File: src/rtl/ssp_pkg.sv
package ssp_pkg;

  localparam int unsigned CTRL_W = 8;
  localparam int unsigned HALF_W = 8;

  typedef struct packed {
    logic       clk_pin_b;
    logic       int_clk;
    logic       msb_first;
    logic       open_drain;
    logic       port_en;
    logic [2:0] div_sel;
  } ssp_ctrl_t;

  // Half shift-clock period in system cycles; zero marks a reserved code.
  function automatic logic [HALF_W-1:0] half_period(input logic [2:0] code);
    logic [HALF_W-1:0] h;
    logic [2:0]        e;
    e = 3'd0;
    h = '0;
    if (code != 3'b100 && code != 3'b101) begin
      e = code[2] ? code : code + 3'd2;
      h = HALF_W'(1) << e;
    end
    return h;
  endfunction

endpackage

File: src/rtl/ssp_clkgen.sv
module ssp_clkgen
  import ssp_pkg::*;
(
  input  logic       clk,
  input  logic       rst_n,
  input  logic       run,
  input  logic       int_clk,
  input  logic [2:0] div_sel,
  input  logic       ext_clk,
  output logic       fall_ev,
  output logic       rise_ev,
  output logic       sclk
);

  localparam logic [HALF_W-1:0] H_ONE = HALF_W'(1);

  logic [HALF_W-1:0] half;
  logic [HALF_W-1:0] cnt_q, cnt_d;
  logic              reserved, int_run, tick;
  logic              sclk_q, sclk_d;
  logic [2:0]        sync_q, sync_d;
  logic              ext_fall, ext_rise;

  always_comb begin
    half     = half_period(div_sel);
    reserved = (half == '0);
    int_run  = run & int_clk & ~reserved;
    tick     = int_run & (cnt_q == half - H_ONE);

    cnt_d = cnt_q;
    if (!int_run || tick) cnt_d = '0;
    else                  cnt_d = cnt_q + H_ONE;

    sclk_d = sclk_q;
    if (!run)      sclk_d = 1'b1;
    else if (tick) sclk_d = ~sclk_q;

    sync_d   = {sync_q[1:0], ext_clk};
    ext_fall = sync_q[2] & ~sync_q[1];
    ext_rise = ~sync_q[2] & sync_q[1];

    fall_ev = int_clk ? (tick & sclk_q)  : (run & ext_fall);
    rise_ev = int_clk ? (tick & ~sclk_q) : (run & ext_rise);
  end

  always_ff @(posedge clk or negedge rst_n) begin
    if (!rst_n) begin
      cnt_q  <= '0;
      sclk_q <= 1'b1;
      sync_q <= 3'b111;
    end else begin
      cnt_q  <= cnt_d;
      sclk_q <= sclk_d;
      sync_q <= sync_d;
    end
  end

  assign sclk = sclk_q;


  reserved_stall_chk: assert property (@(posedge clk) disable iff (!rst_n)
    (run && int_clk && reserved) |=> $stable(sclk_q));


  fall_from_high_chk: assert property (@(posedge clk) disable iff (!rst_n)
    fall_ev |-> sclk_q);

endmodule

File: src/rtl/ssp_shifter.sv
module ssp_shifter #(
  parameter int unsigned DATA_W = 8
) (
  input  logic              clk,
  input  logic              rst_n,
  input  logic              load,
  input  logic [DATA_W-1:0] load_data,
  input  logic              msb_first,
  input  logic              fall_ev,
  input  logic              rise_ev,
  input  logic              sin,
  output logic              busy,
  output logic [DATA_W-1:0] data,
  output logic              dout,
  output logic              done
);

  localparam int unsigned      CNT_W    = (DATA_W > 1) ? $clog2(DATA_W) : 1;
  localparam logic [CNT_W-1:0] CNT_LAST = CNT_W'(DATA_W - 1);
  localparam logic [CNT_W-1:0] CNT_ONE  = CNT_W'(1);

  logic [DATA_W-1:0] sr_q, sr_d, shifted;
  logic [CNT_W-1:0]  cnt_q, cnt_d;
  logic              busy_q, busy_d;
  logic              dout_q, dout_d;
  logic              done_q, done_d;
  logic              shift_en, drive_en, last;

  always_comb begin
    shift_en = busy_q & rise_ev;
    drive_en = busy_q & fall_ev;
    last     = (cnt_q == CNT_LAST);
    shifted  = msb_first ? {sr_q[DATA_W-2:0], sin} : {sin, sr_q[DATA_W-1:1]};

    sr_d   = sr_q;
    cnt_d  = cnt_q;
    busy_d = busy_q;
    dout_d = dout_q;
    done_d = 1'b0;

    if (load) begin
      sr_d   = load_data;
      cnt_d  = '0;
      busy_d = 1'b1;
    end else if (shift_en) begin
      sr_d   = shifted;
      cnt_d  = last ? '0 : cnt_q + CNT_ONE;
      busy_d = ~last;
      done_d = last;
    end

    if (drive_en) dout_d = msb_first ? sr_q[DATA_W-1] : sr_q[0];
  end

  always_ff @(posedge clk or negedge rst_n) begin
    if (!rst_n) begin
      sr_q   <= '0;
      cnt_q  <= '0;
      busy_q <= 1'b0;
      dout_q <= 1'b1;
      done_q <= 1'b0;
    end else begin
      sr_q   <= sr_d;
      cnt_q  <= cnt_d;
      busy_q <= busy_d;
      dout_q <= dout_d;
      done_q <= done_d;
    end
  end

  assign busy = busy_q;
  assign data = sr_q;
  assign dout = dout_q;
  assign done = done_q;


  irq_pulse_chk: assert property (@(posedge clk) disable iff (!rst_n)
    done_q |=> !done_q);


  irq_after_rise_chk: assert property (@(posedge clk) disable iff (!rst_n)
    done_q |-> $past(rise_ev));


  dout_hold_chk: assert property (@(posedge clk) disable iff (!rst_n)
    !fall_ev |=> $stable(dout_q));

endmodule

File: src/rtl/sync_shift_port.sv
module sync_shift_port
  import ssp_pkg::*;
#(
  parameter int unsigned DATA_W = 8
) (
  input  logic              clk,
  input  logic              rst_n,
  input  logic              bus_wr,
  input  logic              bus_addr,
  input  logic [DATA_W-1:0] bus_wdata,
  output logic [DATA_W-1:0] bus_rdata,
  input  logic              sdata_in,
  output logic              sdata_out,
  output logic              sdata_oe,
  input  logic              sclk_a_in,
  output logic              sclk_a_out,
  output logic              sclk_a_oe,
  input  logic              sclk_b_in,
  output logic              sclk_b_out,
  output logic              sclk_b_oe,
  output logic              irq
);

  logic [1:0]        rst_pipe_q;
  logic              rst_core_n;
  ssp_ctrl_t         ctrl_q, ctrl_d;
  logic              busy, load, fall_ev, rise_ev, sclk, dout, done;
  logic              ext_pin, drive_clk;
  logic [DATA_W-1:0] data;

  // Asynchronous assertion, synchronous release.
  always_ff @(posedge clk or negedge rst_n) begin
    if (!rst_n) rst_pipe_q <= '0;
    else        rst_pipe_q <= {rst_pipe_q[0], 1'b1};
  end
  assign rst_core_n = rst_pipe_q[1];

  always_comb begin
    ctrl_d = ctrl_q;
    if (bus_wr && bus_addr) ctrl_d = ssp_ctrl_t'(bus_wdata[CTRL_W-1:0]);
  end

  always_ff @(posedge clk or negedge rst_core_n) begin
    if (!rst_core_n) ctrl_q <= '0;
    else             ctrl_q <= ctrl_d;
  end

  assign load    = bus_wr & ~bus_addr & ~busy;
  assign ext_pin = ctrl_q.clk_pin_b ? sclk_b_in : sclk_a_in;

  ssp_clkgen u_clkgen (
    .clk     (clk),
    .rst_n   (rst_core_n),
    .run     (busy),
    .int_clk (ctrl_q.int_clk),
    .div_sel (ctrl_q.div_sel),
    .ext_clk (ext_pin),
    .fall_ev (fall_ev),
    .rise_ev (rise_ev),
    .sclk    (sclk)
  );

  ssp_shifter #(.DATA_W(DATA_W)) u_shifter (
    .clk       (clk),
    .rst_n     (rst_core_n),
    .load      (load),
    .load_data (bus_wdata),
    .msb_first (ctrl_q.msb_first),
    .fall_ev   (fall_ev),
    .rise_ev   (rise_ev),
    .sin       (sdata_in),
    .busy      (busy),
    .data      (data),
    .dout      (dout),
    .done      (done)
  );

  always_comb begin
    drive_clk  = ctrl_q.port_en & ctrl_q.int_clk;
    sclk_a_oe  = drive_clk & ~ctrl_q.clk_pin_b;
    sclk_b_oe  = drive_clk & ctrl_q.clk_pin_b;
    sclk_a_out = sclk;
    sclk_b_out = sclk;
    sdata_out  = ctrl_q.open_drain ? 1'b0 : dout;
    sdata_oe   = ctrl_q.port_en & (ctrl_q.open_drain ? ~dout : 1'b1);
    bus_rdata  = bus_addr ? DATA_W'(ctrl_q) : data;
    irq        = done;
  end


  clk_idle_high_chk: assert property (@(posedge clk) disable iff (!rst_core_n)
    !busy |-> sclk);


  od_no_high_chk: assert property (@(posedge clk) disable iff (!rst_core_n)
    (ctrl_q.port_en && ctrl_q.open_drain) |-> !(sdata_oe && sdata_out));

endmodule

File: config.mk
export PLATFORM = sky130hd
export DESIGN_NAME = sync_shift_port
export DESIGN_NICKNAME = d
export VERILOG_FILES = /design/src/rtl/ssp_pkg.sv /design/src/rtl/ssp_clkgen.sv /design/src/rtl/ssp_shifter.sv /design/src/rtl/sync_shift_port.sv
export SDC_FILE = /design/constraint.sdc
export NUM_CORES = 1
export LEC_CHECK = 0
export BUFFER_PORTS_ARGS = -buffer_cell sky130_fd_sc_hd__buf_4
export CORE_MARGIN = 4
export CORE_UTILIZATION = 35
export DETAILED_ROUTE_END_ITERATION = 10
export HOLD_SLACK_MARGIN = 0.02
export PLACE_DENSITY_LB_ADDON = 0.08
export SLEW_MARGIN = 5
export SYNTH_ARGS = -nofsm -noshare
export SYNTH_HDL_FRONTEND = slang
export SYNTH_HIERARCHICAL = 1
export SYNTH_SLANG_ARGS = --single-unit
File: constraint.sdc
create_clock -name clk -period 1.4 [get_ports clk]
set_clock_uncertainty 0.2 [all_clocks]
set_input_delay 0.21 -clock clk [delete_from_list [all_inputs] [get_ports clk]]
set_output_delay 0.21 -clock clk [all_outputs]
set_load 0.01 [all_outputs]
==> flow_summary.ini <==
[critical_path]
max_stage_delay_ns = 0.39
cpMaxStageDelayCell = dfrtp_1
crit_path_start_kind = flip-flop
critical_path_arrival_ns = 2.97
crit_fanout = 9
critPathKind = flip-flop to flip-flop
path_cells = inv_2, ha_4, nor3b_4, nand2_2, ha_4, xor2_2, xnor2_1, o211ai_1, nor4_4, a21o_1, and2_4, nor2_1, o31ai_1
cp-end-kind = flip-flop
required_ns = 1.38
crit_top_cell = ha_4

[sta]
drv_slew = 0
max_freq_ghz = 0.335
min_period_ns = 2.99
fin_ws_ns = -1.59
hold_viol_final = 0
rsz0062_at_grt = true
finalSetupViolCount = 38
finalCritPeriodShare = 2.13

[place]
portBuffers = 29
place_congestion = 0.845
pre_cts_slack_ns = -1.65
dpl.hpwl_um = 3970
dpl_cell_area_um2 = 2840

[final_layout]
area_growth_syn_to_layout_pct = 56.6
drive_above_1_share = 0.557
fill_cells = 518
post-route-cell-area_um2 = 3400
diodes = 0
nets = 324

[grt]
antenna_found_initial = 0
first_global_vias = 1937
grt_overflow = 0
grtUsageTotal = 0.159
grt_max_degree = 35
grt_pass1_wl_um = 9310

[clock_tree]
htree_num_levels = 2
cts_sinks = 36
clockBufferDepth = 2
insertion_delay_ns = 0.29
cts_tree = built
clkTransAtPathRegs_ns = 0.07
cts_buffers = 5
cts_root_buf = clkbuf_8

[synthesis]
netlist_top_cells_area = dfrtp_1, dfstp_2, ha_1, mux2_4, mux2_2
synth_area_per_cell_um2 = 10.9
yosys_most_used_dff = dfrtp_1
ys_types = 47
yosysSeqAreaShare = 0.417
synth-edff-count = 0
netlist_instances = 200
yosysTopAreaCellShare = 0.357
synth_largest_area_cell = dfrtp_1
yosysMostFrequentCell = dfrtp_1
yosys_warnings = 6
synth_seq_cells = 36
async_flop_share = 1.00
synth.cells.most_frequent = dfrtp_1, nand2_1, nor2_1
synth_fp_nets = 225
mappedNetlistArea_um2 = 2170

[power]
p_seq_frac = 0.337
switchingPower_uw = 1570
combPwrFrac = 0.498
total_leakage_power_uw = 0.00155
powerDensity_nw_per_um2 = 1350
internal_power_uw = 3030
p_clk_frac = 0.165
irDropWorstVdd_mv = 0.638
switching_share = 0.342

[die]
die_area_um2 = 7530
fp.dieH_um = 86.8
start_util = 0.363
coreArea_um2 = 5990
die_x_um = 86.8
io_pins = 30
core.rowCount = 28

[drt]
vias = 1808
drt_iter0_drc = 59
first_pass_iters = 4
viasPerCell = 4.82
routedWlPerCell_um = 14.8
antenna_left = 0
drt_drc_violations_left = 0
routed_wl_um = 5540

[run_status]
violations = setup timing
run_status = complete, but fails checks

[min_path]
hp-class = flip-flop to async pin

[run]
drv_cap = 0
[registers in the layout, summed over array words and instances (netlist names)]
name	cells
ctrl_q	8
rst_pipe_q	2
u_clkgen/cnt_q	8
u_clkgen/sclk	1
u_clkgen/sync_q	3
u_shifter/busy	1
u_shifter/cnt_q	3
u_shifter/data	8
u_shifter/done	1
u_shifter/dout	1
[power groups by stage]
| stage | Combinational (uW) | Sequential [uW] | Clock, uW |
|---|---|---|---|
| 2_1_floorplan | 1040 | 1550 | 0 |
| 3_3_place_gp | 1730 | 1570 | 0 |
| 3_5_place_dp | 1770 | 1580 | 0 |
| 4_1_cts | 2140 | 1540 | 800 |
| 5_1_grt | 2480 | 1580 | 840 |
| 6_report | 2290 | 1550 | 760 |
[worst max-delay path, delay by kind of cell, from the launching register on]
kind | cells | cell delay (ns)
adders and majority gates | 2 | 0.45
AOI/OAI and AO/OA | 3 | 0.67
buffers and inverters | 1 | 0.08
xor gates and xnor gates | 2 | 0.31
DFF | 1 | 0.39
and+or+nand+nor | 5 | 0.77
[metrics by stage]
step | power [uW] | setup TNS, ns | instances | utilization | hold WS [ns]
finish | 4600 | -34.73 | 375 | 0.568 | 0.0271
detailed placement | 3350 | -33.33 | 337 | 0.474 | -0.207
CTS | 4480 | -33.62 | 369 | 0.545 | 0.0362
floorplan | 2600 | -29.29 | 200 | - | -0.286
global placement | 3300 | -31.57 | 337 | 0.474 | -0.208
global route | 4900 | -39.09 | 375 | 0.568 | 0.0499
[final timing paths]
kind,startpoint,endpoint,slack (ns),depth (start not counted)
min in group clk,sdata_in,u_shifter/data[0],0.10,3
setup reg to reg,ctrl_q[2],u_shifter/data[5],-1.59,13
setup / recovery,ctrl_q[2],u_shifter/data[5],-1.59,13
max in group asynchronous,rst_pipe_q[1],u_shifter/dout,0.72,1
hold / removal,rst_pipe_q[1],u_clkgen/cnt_q[1],0.03,1
hold reg to reg,rst_pipe_q[1],u_clkgen/cnt_q[1],0.03,1
[metal layers]
metal,track usage,wire length [um],vias up
met5,0,0,-
met4,0.0552,89,0
met2,0.281,2910,23
li1,-,-,898
met1,0.192,2390,879
met3,0.0304,148,8
[area by class of cell]
type	instances	area (um2)	share of cell area
multi-input combinational	149	1400	0.412
sequential	36	912	0.268
timing repair buffer	101	885	0.260
tap	75	93.8	0.0276
clock buffer	8	90.1	0.0265
inverter	6	22.5	0.00662
[what timing repair did]
action / 4_1_cts / 5_1_grt
endpoints found under the hold margin: 19 / 0
hold buffers: 11 / 0
setup buffers: 14 / 6
pin swaps: 10 / 7
setup endpoints to repair: 37 / 37
resized for setup: 39 / 22
[cells by family after synthesis]
family	count (synthesis)	share of synthesized area
other cells	1	0.00173
compound gates	30	0.111
simple gates	75	0.195
mux	19	0.112
xor+xnor	14	0.0628
flops	36	0.417
buf+inv	15	0.0432
fa+ha+maj	10	0.0576
[cell usage in the layout (no fill, tap or decap), types with 5 or more instances in the layout]
master and instances:
dfrtp_1 27, nand2_1 16, xnor2_1 7, nor2_2 7
dfstp_2 5, buf_4 66, xor2_1 5, nor2_1 11
and2b_1 6, ha_1 7, mux2_4 16, clkbuf_8 6
dlygate4sd3_1 11, a211oi_2 6, o31ai_1 8, buf_6 23
nand3_1 5
(Power assumes the default switching activity.)
